<file path="config.mk">
export PLATFORM = sky130hd
export DESIGN_NAME = gpio_dual_port
export DESIGN_NICKNAME = d
export VERILOG_FILES = /design/src/rtl/gpio_pkg.sv /design/src/rtl/gpio_port.sv /design/src/rtl/gpio_notify.sv /design/src/rtl/gpio_dual_port.sv
export SDC_FILE = /design/constraint.sdc
export NUM_CORES = 1
export LEC_CHECK = 0
export BUFFER_PORTS_ARGS = -buffer_cell sky130_fd_sc_hd__buf_2
export CORE_UTILIZATION = 55
export DETAILED_ROUTE_END_ITERATION = 8
export GPL_TIMING_DRIVEN = 0
export PLACE_DENSITY_LB_ADDON = 0.3
export SYNTH_ARGS = -nofsm -noshare
export SYNTH_HDL_FRONTEND = slang
export SYNTH_HIERARCHICAL = 1
export SYNTH_SLANG_ARGS = --single-unit
</file>
<file path="constraint.sdc">
create_clock -name clk -period 5.8 [get_ports clk]
set_input_delay 1.16 -clock clk [delete_from_list [all_inputs] [get_ports clk]]
set_output_delay 1.16 -clock clk [all_outputs]
set_load 0.03 [all_outputs]
</file>
<file path="src/rtl/gpio_pkg.sv">
package gpio_pkg;
  localparam int GP_PINS    = 16;
  localparam int GP_CLIENTS = 4;
  localparam int GP_ADDR_W  = 3;
  localparam int GP_BUS_W   = 32;

  localparam int ADR_CTRL_A = 0;
  localparam int ADR_DATA_A = 1;
  localparam int ADR_CTRL_B = 2;
  localparam int ADR_DATA_B = 3;
  localparam int ADR_INTCTL = 4;
endpackage

</file>
<file path="src/rtl/gpio_port.sv">
module gpio_port #(
  parameter int PINS = gpio_pkg::GP_PINS,
  localparam int CW  = 2 * PINS
) (
  input  logic            clk,
  input  logic            rst_n,
  input  logic            ctrl_we,
  input  logic            data_we,
  input  logic [CW-1:0]   wdata,
  input  logic            per_we,
  input  logic [PINS-1:0] per_dir_in,
  input  logic [PINS-1:0] per_lvl_in,
  output logic [CW-1:0]   ctrl_q,
  output logic [PINS-1:0] lines,
  output logic            chg_pend,
  output logic [PINS-1:0] chg_vec
);
  // Direction bits sit on even positions of the control word.
  function automatic logic [PINS-1:0] f_dir(input logic [CW-1:0] c);
    logic [PINS-1:0] d;
    for (int i = 0; i < PINS; i++) d[i] = c[2*i];
    return d;
  endfunction

  // Pull-up enables sit on odd positions.
  function automatic logic [PINS-1:0] f_pull(input logic [CW-1:0] c);
    logic [PINS-1:0] p;
    for (int i = 0; i < PINS; i++) p[i] = c[2*i+1];
    return p;
  endfunction

  function automatic logic [PINS-1:0] f_resolve(
    input logic [PINS-1:0] cdir, input logic [PINS-1:0] cdat,
    input logic [PINS-1:0] pdir, input logic [PINS-1:0] pdat,
    input logic [PINS-1:0] pull);
    return (cdir & cdat) | (pdir & pdat) | (~(cdir | pdir) & pull);
  endfunction

  logic [PINS-1:0] data_q, per_dir_q, per_lvl_q, prev_q;
  logic            pend_q;

  always_ff @(posedge clk) begin
    if (!rst_n) begin
      ctrl_q    <= '0;
      data_q    <= '0;
      per_dir_q <= '0;
      per_lvl_q <= '0;
      prev_q    <= '0;
      pend_q    <= 1'b0;
    end else begin
      if (ctrl_we) ctrl_q <= wdata;
      if (data_we) data_q <= wdata[PINS-1:0];
      if (per_we) begin
        per_dir_q <= per_dir_in;
        per_lvl_q <= per_lvl_in;
      end
      pend_q <= ctrl_we | data_we;
      if (ctrl_we | data_we) prev_q <= lines;
    end
  end

  always_comb begin
    lines    = f_resolve(f_dir(ctrl_q), data_q, per_dir_q, per_lvl_q, f_pull(ctrl_q));
    chg_pend = pend_q;
    chg_vec  = pend_q ? (lines ^ prev_q) : '0;
  end
endmodule

</file>
<file path="src/rtl/gpio_notify.sv">
module gpio_notify #(
  parameter int PINS    = gpio_pkg::GP_PINS,
  parameter int CLIENTS = gpio_pkg::GP_CLIENTS,
  localparam int MW     = PINS * CLIENTS
) (
  input  logic               clk,
  input  logic               rst_n,
  input  logic [CLIENTS-1:0] client_en,
  input  logic [MW-1:0]      mask_a,
  input  logic [MW-1:0]      mask_b,
  input  logic [PINS-1:0]    chg_a,
  input  logic [PINS-1:0]    chg_b,
  output logic [CLIENTS-1:0] notify_q
);
  logic [CLIENTS-1:0] hit;

  for (genvar i = 0; i < CLIENTS; i++) begin : g_client
    always_comb begin
      hit[i] = client_en[i] &
               ((|(mask_a[i*PINS +: PINS] & chg_a)) |
                (|(mask_b[i*PINS +: PINS] & chg_b)));
    end
  end

  always_ff @(posedge clk) begin
    if (!rst_n) notify_q <= '0;
    else        notify_q <= hit;
  end
endmodule

</file>
<file path="src/rtl/gpio_dual_port.sv">
module gpio_dual_port #(
  parameter int PINS    = gpio_pkg::GP_PINS,
  parameter int CLIENTS = gpio_pkg::GP_CLIENTS,
  parameter int ADDR_W  = gpio_pkg::GP_ADDR_W,
  parameter int BUS_W   = gpio_pkg::GP_BUS_W,
  localparam int MW     = PINS * CLIENTS,
  localparam int CW     = 2 * PINS
) (
  input  logic               clk,
  input  logic               rst_n,
  input  logic               bus_wr,
  input  logic               bus_rd,
  input  logic [ADDR_W-1:0]  bus_addr,
  input  logic [BUS_W-1:0]   bus_wdata,
  output logic [BUS_W-1:0]   bus_rdata,
  input  logic               per_we,
  input  logic [PINS-1:0]    per_dir_a,
  input  logic [PINS-1:0]    per_lvl_a,
  input  logic [PINS-1:0]    per_dir_b,
  input  logic [PINS-1:0]    per_lvl_b,
  input  logic [CLIENTS-1:0] client_en,
  input  logic [MW-1:0]      trig_mask_a,
  input  logic [MW-1:0]      trig_mask_b,
  output logic [PINS-1:0]    line_a,
  output logic [PINS-1:0]    line_b,
  output logic [CLIENTS-1:0] notify,
  output logic               unsup_cfg
);
  import gpio_pkg::*;

  logic sel_ctrl_a, sel_data_a, sel_ctrl_b, sel_data_b, sel_intctl;
  logic [CW-1:0]   ctrl_a_q, ctrl_b_q;
  logic [PINS-1:0] intctl_q;

  // Named internal events for the checker.
  logic            ev_pend_a, ev_pend_b;
  logic [PINS-1:0] ev_chg_a, ev_chg_b;

  always_comb begin
    sel_ctrl_a = bus_addr == ADDR_W'(ADR_CTRL_A);
    sel_data_a = bus_addr == ADDR_W'(ADR_DATA_A);
    sel_ctrl_b = bus_addr == ADDR_W'(ADR_CTRL_B);
    sel_data_b = bus_addr == ADDR_W'(ADR_DATA_B);
    sel_intctl = bus_addr == ADDR_W'(ADR_INTCTL);
  end

  gpio_port #(.PINS(PINS)) u_port_a (
    .clk(clk), .rst_n(rst_n),
    .ctrl_we(bus_wr & sel_ctrl_a), .data_we(bus_wr & sel_data_a),
    .wdata(bus_wdata[CW-1:0]),
    .per_we(per_we), .per_dir_in(per_dir_a), .per_lvl_in(per_lvl_a),
    .ctrl_q(ctrl_a_q), .lines(line_a),
    .chg_pend(ev_pend_a), .chg_vec(ev_chg_a)
  );

  gpio_port #(.PINS(PINS)) u_port_b (
    .clk(clk), .rst_n(rst_n),
    .ctrl_we(bus_wr & sel_ctrl_b), .data_we(bus_wr & sel_data_b),
    .wdata(bus_wdata[CW-1:0]),
    .per_we(per_we), .per_dir_in(per_dir_b), .per_lvl_in(per_lvl_b),
    .ctrl_q(ctrl_b_q), .lines(line_b),
    .chg_pend(ev_pend_b), .chg_vec(ev_chg_b)
  );

  gpio_notify #(.PINS(PINS), .CLIENTS(CLIENTS)) u_notify (
    .clk(clk), .rst_n(rst_n), .client_en(client_en),
    .mask_a(trig_mask_a), .mask_b(trig_mask_b),
    .chg_a(ev_chg_a), .chg_b(ev_chg_b),
    .notify_q(notify)
  );

  always_ff @(posedge clk) begin
    if (!rst_n) begin
      intctl_q  <= '0;
      bus_rdata <= '0;
    end else begin
      if (bus_wr && sel_intctl) intctl_q <= bus_wdata[PINS-1:0];
      if (bus_rd) begin
        unique case (1'b1)
          sel_ctrl_a: bus_rdata <= BUS_W'(ctrl_a_q);
          sel_data_a: bus_rdata <= BUS_W'(line_a);
          sel_ctrl_b: bus_rdata <= BUS_W'(ctrl_b_q);
          sel_data_b: bus_rdata <= BUS_W'(line_b);
          sel_intctl: bus_rdata <= BUS_W'(intctl_q);
          default:    bus_rdata <= '0;
        endcase
      end
    end
  end

  assign unsup_cfg = |intctl_q;
endmodule

</file>
==> metrics.cfg, run 1 <==
[outcome]
status=complete, no violations

[critical_path]
criticalPathCategory=reg -> out
crit_slowest_cell=a221oi_1
critPathCaptureType=primary output
cp.required_ns=4.64
reg2reg_depth=7
crit_chain=nor3b_1 > a221oi_1 > inv_1 > buf_2
critPathArrivalTime_ns=2.38
critPathMaxStageDelay_ns=0.93
worstPathMaxFanout=4
cp-start-kind=register

[placement]
post-dp-hpwl_um=32960
gp_congestion=0.9257
port_buffers=302

[logic_synthesis]
syn_inst=1246
syn-num-nets=1482
synth-seq-cells=246
ys_seq_area_frac=0.4072
async_reset_ff_frac=0
ys_types=41
synth_area_mm2=0.01209
synth_ff_type=dfxtp_1
synth.avg_cell_area_um2=9.705
yosys_warnings=6
synth-edff-count=0

[hold_path]
hp-class=reg -> reg
holdPathStages=2

[cts]
clockBufferDepth=3
path_clk_slew_ns=0.07
postCtsHoldBufs=0
cts-root-buf=clkbuf_16
cts.sink_count=246
cts-resized-gates=0
htree_levels=1
postCtsSetupBuffers=0
cts_tree=done
cts_buffers=26
clk_latency_ns=0.54

[finish]
fin_nets=1812
drive_gt1_frac=0.2794
syn2layout_area_growth_pct=23.02
layout_common_cells=buf_2 (324), dfxtp_1 (246), mux2i_1 (208), nor2b_1 (161), nand2_1 (80)
layout_commonest_cell=buf_2
final_core_util=0.6989

[sta]
fin_crit_sh=0.6102
tightest_slew_ns=1.195
fin_setup_tns_ns=0
min_period_ns=3.539
maxSlewHeadroom=0.2032
setup_viol=0
finClkSkew_ns=0.01743
finalHoldViolations=0
rsz0062_at_grt=false
clock.fmax_ghz=0.2826
drv_slew=0

[route]
via_count=11142
routed_via_density=5.946
drc=0
wl_um=42390
drtPass1Iterations=7
drt-initial-drc-count=1208
ant_nets=0
routedWlPerCell_um=22.62

[floorplan]
die_x_um=150.3
num_rows=53
coreArea_mm2=0.02129
ios=305
dieArea_mm2=0.02258
die_h_um=150.3
initial_utilization=0.5681

[grt]
overflow=0
grtUsageMet3=0.09303
grt_pass1_wl_um=61180
grtUsageMet2=0.5419
grt_pass1_vias=10397
busiest_layer=met2
grt_max_degree=26
antenna_found_initial=4
use_met1=0.5054
grt_use_total=0.3642

[power_and_ir_drop]
p_leak_nw=6.440
cellPowerDensity_mw_per_mm2=274.5
vdd_drop_max_mv=0.2318

[run]
cap_violations=0

-- synthesized netlist by cell type, drive strengths merged (2+ instances only) --
library cell / count / area [µm²]
a22oi: 32 / 240.2
a221oi: 48 / 457.9
nor4: 4 / 25.02
nand2: 82 / 312.8
and2: 18 / 112.6
a22o: 16 / 140.1
a21boi: 16 / 120.1
mux2i: 208 / 2082
inv: 48 / 180.2
buf: 52 / 399.1
clkbuf: 31 / 118.9
dfxtp: 246 / 4925
mux2: 32 / 360.4
nand2b: 48 / 300.3
nor2b: 161 / 1007
nor2: 17 / 71.32
nor3b: 32 / 240.2
o22ai: 16 / 100.1
or2: 2 / 12.51
nor4bb: 2 / 20.02
a311oi: 15 / 200.2
o311a: 4 / 40.04
a21oi: 48 / 240.2
o21ai: 50 / 269.0
nand4: 13 / 81.33
-- per-layer routing --
metal,share of wire,vias to the layer above
met2,0.43,615
met3,0.11,117
met1,0.42,5307
li1,-,5099
met4,0.037,4
met5,0.00073,-
-- area by class of cell --
cell class                 instances  area [µm²]
clock inverter                    14       178.9
clock buffer                      34       742.0
tap                              275       344.1
fill                            1635        6410
inverter                          48       180.2
buffer                            83       518.0
multi-input combinational        869        6470
sequential                       246        4925
timing repair buffer             302        1511
antenna                            3       7.507
-- per-stage QoR --
| stage | power (mW) | hold slack (ns) | instances | area [µm²] | setup WS (ns) |
|---|---|---|---|---|---|
| global route | 4.188 | 0.4912 | 1874 | 14880 | 2.282 |
| global placement | 2.306 | 0.4519 | 1823 | 13950 | 2.769 |
| floorplan | 2.104 | 0.4442 | 1246 | 12090 | 3.186 |
| CTS | 4.071 | 0.4727 | 1871 | 14870 | 2.342 |
| finish | 4.084 | 0.4745 | 1874 | 14880 | 2.261 |
| detailed placement | 2.319 | 0.4632 | 1823 | 13950 | 2.731 |
-- path summary, 6_finish.rpt --
check,endpoint,startpoint,slack (ns)
setup / recovery,line_b[13],u_port_b/ctrl_q[26],2.26
hold / removal,intctl_q[5],intctl_q[5],0.47
setup reg to reg,u_notify/notify_q[0],u_port_b/ctrl_q[21],2.32
hold reg to reg,intctl_q[5],intctl_q[5],0.47
-- cell families after synthesis --
| group | after synthesis | share of synthesized area |
|---|---|---|
| DFF | 246 | 0.4072 |
| muxes | 240 | 0.2020 |
| and+or+nand+nor | 383 | 0.1830 |
| AOI/OAI and AO/OA | 246 | 0.1500 |
| buffers and inverters | 131 | 0.05773 |
-- state kept, by name, summed over array words and instances (netlist names) --
register and cells:
u_port_a/data_q 16, u_port_b/per_lvl_q 16, bus_rdata 32, u_notify/notify_q 4
u_port_a/per_lvl_q 16, u_port_b/per_dir_q 16, u_port_a/per_dir_q 16, intctl_q 16
u_port_b/chg_pend 1, u_port_b/prev_q 16, u_port_a/prev_q 16, u_port_a/ctrl_q 32
u_port_b/data_q 16, u_port_b/ctrl_q 32, u_port_a/chg_pend 1
-- power breakdown --
part	total [mW]	switching [mW]	internal, mW
combinational	0.492	0.281	0.211
sequential	1.81	0.0531	1.75
clock	1.78	0.706	1.08
total	4.08	1.04	3.04
-- critical path: cells and delay by family (launching register included) --
kind / cells / cell delay [ns]
flip-flops: 1 / 0.44
buffers and inverters: 2 / 0.40
AO/OA/AOI/OAI: 1 / 0.93
AND/OR/NAND/NOR: 1 / 0.08
Power figures use the tool's default switching activity.
==> run 2: changes to the inputs <==
- CORE_UTILIZATION: 55 -> 49
- clock period: 5.8 -> 2.89 ns (I/O delays scaled with it)
==> run 2 against run 1 <==
Net effect: sequential power grew 100%; critical endpoint is now line_a[8]; sequential cell count stayed put; non-clock buffer count is 2 higher; clock power up 95%; total power up 98%.
==> metrics.cfg, run 2 (synthesis gave the netlist of run 1 again) <==
[floorplan]
dieArea_mm2=0.02531  ; +12%
ios=305  ; unchanged
initial_utilization=0.4987  ; -0.06938
coreArea_mm2=0.02425  ; +14%
die_x_um=159.1  ; +5.9%
num_rows=57  ; +7.5%
die_h_um=159.1  ; +5.9%

[grt]
antenna_found_initial=8  ; +4
grt_pass1_wl_um=63020  ; +3.0%
grt_max_degree=26  ; unchanged
busiest_layer=met2
overflow=0  ; unchanged
grt_use_total=0.3259  ; -0.03832
grt_pass1_vias=10313  ; -0.81%
grtUsageMet2=0.4976  ; -0.04433
use_met1=0.4638  ; -0.04164
grtUsageMet3=0.07085  ; -0.02218

[power_and_ir_drop]
p_switching_mw=2.067  ; +99%
intPower_mw=6.029  ; +98%
vdd_drop_max_mv=0.3404  ; +47%
cellPowerDensity_mw_per_mm2=539.6  ; +97%
total_power_mw=8.096  ; +98%
p_clk_frac=0.428  ; -0.009
swShare=0.2553  ; +0.0006745
p_leak_nw=6.460  ; +0.31%
power.share.combinational=0.123  ; +0.003
seq_power_share=0.449  ; +0.006

[cts]
postCtsHoldBufs=0  ; unchanged
cts.sink_count=246  ; unchanged
htree_levels=1  ; unchanged
cts_buffers=26  ; unchanged
cts-root-buf=clkbuf_16
clk_latency_ns=0.53  ; about the same
cts_tree=done
path_clk_slew_ns=0.07  ; about the same
clockBufferDepth=3  ; unchanged

[run]
cap_violations=0  ; unchanged

[route]
routed_via_density=5.741  ; -3.4%
routedWlPerCell_um=22.16  ; -2.0%
wl_um=42730  ; +0.80%
drt-initial-drc-count=1291  ; +6.9%
via_count=11068  ; -0.66%
drc=0  ; unchanged
drtPass1Iterations=6  ; -1
ant_nets=0  ; unchanged

[placement]
dpl_cell_area_mm2=0.01401  ; +0.44%
dp.cells=1872  ; +2.7%
port_buffers=302  ; unchanged
post-dp-hpwl_um=33690  ; +2.2%
gp_congestion=0.9176  ; -0.88%

[critical_path]
critPathCaptureType=primary output
worstPathMaxFanout=4  ; unchanged
cp.required_ns=2.31  ; -2.33 ns
reg2reg_depth=7  ; unchanged
critPathArrivalTime_ns=2.29  ; -0.09 ns
cp-start-kind=register
criticalPathCategory=reg -> out

[hold_path]
hp-class=in -> reg
holdPathStages=2  ; unchanged

[sta]
holdWs_ns=0.2877  ; -0.1868 ns
clock.fmax_ghz=0.3485
finClkSkew_ns=0.01780  ; +0.0003683 ns
setup_viol=0  ; unchanged
fin_crit_sh=0.9930
drv_slew=0  ; unchanged
finalHoldViolations=0  ; unchanged
tightest_slew_ns=1.018  ; -0.1774 ns
min_period_ns=2.870
maxSlewHeadroom=0.3214  ; +0.1183

[finish]
layout_commonest_cell=buf_2
final_core_util=0.6187  ; -0.08015
layout_common_cells=buf_2 (324), dfxtp_1 (246), mux2i_1 (208), nor2b_1 (161), nand2_1 (80)
final_cells=1928  ; +2.9%
fin_nets=1814  ; +0.11%
stdcell_area_mm2=0.01500  ; +0.85%
reg.largest.list=bus_rdata x32, u_port_a/ctrl_q x32, u_port_b/ctrl_q x32
num-fill-cells=2130  ; +30%
drive_gt1_frac=0.2860  ; +0.006534
syn2layout_area_growth_pct=24.07

[outcome]
status=complete, no violations

-- run 2: changes by cell type in the layout (fill, tap and decap cells not counted) --
cell	previous run	this run
diode_2	3	6
buf_4	13	15
clkinv_2	7	6
a221oi_2	6	18
bufinv_16	4	3
a221oi_1	42	30
clkinv_4	1	0
clkbuf_1	32	35
-- run 2: worst max-delay path, cell delays in order, from the launching register on --
cell and delay (ns):
dfxtp_1 0.45, nor3b_1 0.08, a221oi_1 0.69, inv_1 0.28, buf_2 0.26
-- run 2: worst paths after layout --
check                                    startpoint              endpoint  slack, ns
worst max-delay path            u_port_a/ctrl_q[16]             line_a[8]       0.02
worst min-delay path                   client_en[3]  u_notify/notify_q[3]       0.29
worst max register to register  u_port_a/ctrl_q[12]  u_notify/notify_q[3]       0.08
worst min register to register          intctl_q[1]           intctl_q[1]       0.47
-- run 2: timing repair --
item	4_1_cts	5_1_grt
buffers inserted	0	2
resized for setup	8	4
gates cloned	0	0
setup endpoints to repair	8	4
-- run 2: layer usage --
layer,up-vias,part of all wire
li1,5108,-
met1,5296,0.44
met3,71,0.097
met5,-,0.00051
met4,4,0.024
met2,589,0.44
-- run 2: power by group through the flow --
| stage | clock network [mW] | logic (mW) | registers, mW |
|---|---|---|---|
| floorplan | 0 | 0.536 | 3.69 |
| detailed placement | 0 | 0.969 | 3.70 |
| CTS | 3.49 | 0.975 | 3.63 |
| global route | 3.63 | 1.05 | 3.64 |
| finish | 3.47 | 0.995 | 3.63 |
| global placement | 0 | 0.953 | 3.69 |
-- run 2: through the flow --
step                setup WS [ns]  setup TNS [ns]
CTS                       0.01438               0
floorplan                  0.8581               0
global route            -0.004361       -0.004361
global placement          -0.2906         -0.5979
detailed placement        -0.3184         -0.6454
finish                    0.02032               0
-- run 2: final cells by class --
cell class | instances | area (µm²) | share of cell area
timing repair buffer | 304 | 1526 | 0.1017
inverter | 48 | 180.2 | 0.01201
clock buffer | 37 | 753.2 | 0.05020
antenna | 6 | 15.01 | 0.001001
sequential | 246 | 4925 | 0.3282
multi-input combinational | 869 | 6545 | 0.4362
buffer | 83 | 518.0 | 0.03453
tap | 324 | 405.4 | 0.02702
clock inverter | 11 | 135.1 | 0.009007
==> run 3: changes to the inputs <==
- CORE_UTILIZATION: 49 -> 48
- SYNTH_HIERARCHICAL: 1 -> unset
==> run 3 against run 2 <==
Net effect: cell area down 4.6%; global-route usage up 0.53 points; area after synthesis down 4.0%; total power down 4.1%; clock-buffer cell count up 3; combinational power down 0.7%; utilization down 1.2 points; sequential power about the same; critical endpoint is now line_b[10]; highest routed layer is now met4; critical path depth unchanged.
==> metrics.cfg, run 3 <==
[sta]
fin_crit_sh=0.9590  ; -0.03398
finalHoldViolations=0  ; unchanged
finClkSkew_ns=0.01605  ; -0.001757 ns
drv_slew=0  ; unchanged
setup_viol=0  ; unchanged
tightest_slew_ns=0.9856  ; -0.03232 ns
setup_ws_ns=0.1185  ; +0.09821 ns
fin_setup_tns_ns=0  ; unchanged
clock.fmax_ghz=0.3608  ; +3.5%
rsz0062_at_grt=false
maxSlewHeadroom=0.3430  ; +0.02155
min_period_ns=2.771  ; -0.09821 ns

[critical_path]
critPathMaxStageDelay_ns=0.73  ; +0.04 ns
reg2reg_depth=7  ; unchanged
cp-start-kind=register
worstPathMaxFanout=4  ; unchanged
critPathArrivalTime_ns=2.19  ; -0.10 ns
cp.buffers_inverters=2  ; unchanged
r2r_end=u_notify.notify_q[3]
crit_chain=nor3b_1 > a221oi_1 > inv_1 > buf_2
cp.required_ns=2.31  ; about the same
criticalPathCategory=reg -> out
crit_slowest_cell=a221oi_1
critPathCaptureType=primary output
rrSetupSlack_ns=0.16  ; +0.08 ns
crit_family=compound AO/OA/AOI/OAI gates
rr_startpoint=u_port_b.ctrl_q[20]

[grt]
grt_max_degree=13  ; -50%
overflow=0  ; unchanged
grt_use_total=0.3312  ; +0.005294
antenna_found_initial=1  ; -7
grt_pass1_wl_um=60640  ; -3.8%
grt_pass1_vias=10440  ; +1.2%

[logic_synthesis]
ys_seq_area_frac=0.4244  ; +0.01712
synth_area_mm2=0.01160  ; -4.0%
synth_simple_gate_area_share=0.2025  ; +0.01945
synth_ff_type=dfxtp_1
yosys_warnings=0  ; -6
synth_top_area_cell=dfxtp_1
synth.most_common_cell=nand2_1
syn_inst=1331  ; +6.8%
async_reset_ff_frac=0  ; unchanged
synth_xor_area_frac=0.02415  ; +0.02415
syn-num-nets=1567  ; +5.7%
synth-compound-area-share=0.2203  ; +0.07024
yosys-top-cells-count=nand2_1 (279), dfxtp_1 (246), a21boi_0 (104)
synth.avg_cell_area_um2=8.719  ; -10%
netlist_top_cells_area=dfxtp_1 (42%), nand2_1 (9.0%), mux2i_1 (8.4%), a21boi_0 (6.7%), nor2b_1 (5.4%)
synth-seq-cells=246  ; unchanged
synth_top_area_frac=0.4244  ; +0.01712
synth_top_family_by_area=compound AO/OA/AOI/OAI gates
yosys.area_share.adder=0  ; unchanged
ys_types=34  ; -17%
synth-edff-count=0  ; unchanged
synth_mux_area_frac=0.08367  ; -0.1183

[hold_path]
hp-start=client_en[1]
holdPathEnd=u_notify.notify_q[1]
holdPathStages=3  ; +1
hp-class=in -> reg

[route]
wl_um=41890  ; -2.0%
drtPass1Iterations=5  ; -1
via_count=11202  ; +1.2%
routed_via_density=5.615  ; -2.2%
ant_nets=0  ; unchanged
routedWlPerCell_um=21.00  ; -5.2%
drc=0  ; unchanged
drt-initial-drc-count=1083  ; -16%

[power_and_ir_drop]
p_leak_nw=6.403  ; -0.88%
vdd_drop_max_mv=0.3742  ; +9.9%
cellPowerDensity_mw_per_mm2=542.6  ; +0.55%

[cts]
postCtsHoldBufs=0  ; unchanged
postCtsSetupBuffers=0  ; unchanged
clk_latency_ns=0.53  ; about the same
cts_tree=done
cts_buffers=26  ; unchanged
cts-root-buf=clkbuf_16
cts.sink_count=246  ; unchanged
path_clk_slew_ns=0.06  ; about the same
cts-resized-gates=0  ; -8
htree_levels=1  ; unchanged
clockBufferDepth=3  ; unchanged

[floorplan]
ios=305  ; unchanged
dieArea_mm2=0.02480  ; -2.0%
num_rows=56  ; -1.8%
initial_utilization=0.4915  ; -0.007241
die_h_um=157.5  ; -1.0%
die_x_um=157.5  ; -1.0%
coreArea_mm2=0.02361  ; -2.6%

[finish]
drive_gt1_frac=0.2240  ; -0.06197
layout_commonest_cell=buf_2
stdcell_area_mm2=0.01432  ; -4.6%
reg.largest.list=bus_rdata x32, u_port_a.ctrl_q x32, u_port_b.ctrl_q x32
layout_common_cells=buf_2 (316), nand2_1 (279), dfxtp_1 (246), a21boi_0 (104), nor2b_1 (100)
fin_nets=1895  ; +4.5%
syn2layout_area_growth_pct=23.35

[outcome]
status=complete, no violations

[placement]
pre_cts_ws_ns=0.2183  ; +0.5367 ns
post-dp-hpwl_um=32690  ; -3.0%
gp_congestion=0.9093  ; -0.90%
port_buffers=300  ; -0.66%
dpl_cell_area_mm2=0.01351  ; -3.6%

[run]
cap_violations=0  ; unchanged

[run 3: final cells by class]
| cell class | instances | area [µm²] |
|---|---|---|
| Inverter | 46 | 172.7 |
| Sequential cell | 246 | 4925 |
| Timing Repair Buffer | 300 | 1501 |
| Clock inverter | 3 | 18.77 |
| Antenna cell | 2 | 5.005 |
| Buffer | 88 | 350.3 |
| Multi-Input combinational cell | 951 | 6168 |
| Tap cell | 319 | 399.1 |
| Fill cell | 2156 | 9298 |
| Clock buffer | 40 | 774.5 |
[run 3: cell families after synthesis]
| group | Yosys count |
|---|---|
| multiplexers | 97 |
| XOR/XNOR | 32 |
| flip-flops | 246 |
| AND/OR/NAND/NOR | 494 |
| AO/OA/AOI/OAI | 328 |
| buffers and inverters | 134 |
[run 3: stage by stage]
| stage | util | power, mW | instances | hold slack (ns) |
|---|---|---|---|---|
| after floorplan | - | 4.202 | 1331 | 0.4349 |
| after global placement | 0.5720 | 4.621 | 1950 | 0.4419 |
| after detailed placement | 0.5720 | 4.640 | 1950 | 0.4462 |
| after CTS | 0.6056 | 7.756 | 1993 | 0.2690 |
| after global routing | 0.6061 | 8.008 | 1994 | 0.2785 |
| final | 0.6062 | 7.767 | 1995 | 0.2770 |
[run 3: worst max-delay path by stage]
stage                      endpoint                 from  cells after the start  slack, ns
3_5_place_dp   u_notify.notify_q[2]  u_port_b.ctrl_q[20]                      7       0.22
5_1_grt                  line_b[10]  u_port_b.ctrl_q[20]                      4       0.08
3_3_place_gp   u_notify.notify_q[2]  u_port_b.ctrl_q[20]                      7       0.24
6_report                 line_b[10]  u_port_b.ctrl_q[20]                      4       0.12
2_1_floorplan         bus_rdata[22]          bus_addr[1]                      7       0.94
4_1_cts                  line_a[15]  u_port_a.ctrl_q[30]                      4       0.08
[run 3: tightest hold or removal path: cells and delay by family]
kind | cells | cell delay [ns]
compound gates | 1 | 0.04
buf+inv | 1 | 0.10
simple gates | 1 | 0.05
[run 3: per-layer routing]
metal / share of wire / vias to the layer above / track usage
met1: 0.40 / 5273 / 0.4042
li1: - / 5260 / -
met4: 0.056 / 0 / 0.1909
met3: 0.085 / 117 / 0.05809
met5: 0 / - / 0
met2: 0.46 / 552 / 0.5485
[run 3: where the power goes]
| group | internal, mW | switching (mW) |
|---|---|---|
| logic | 0.405 | 0.583 |
| registers | 3.51 | 0.0992 |
| clock network | 1.83 | 1.35 |
| total | 5.74 | 2.03 |
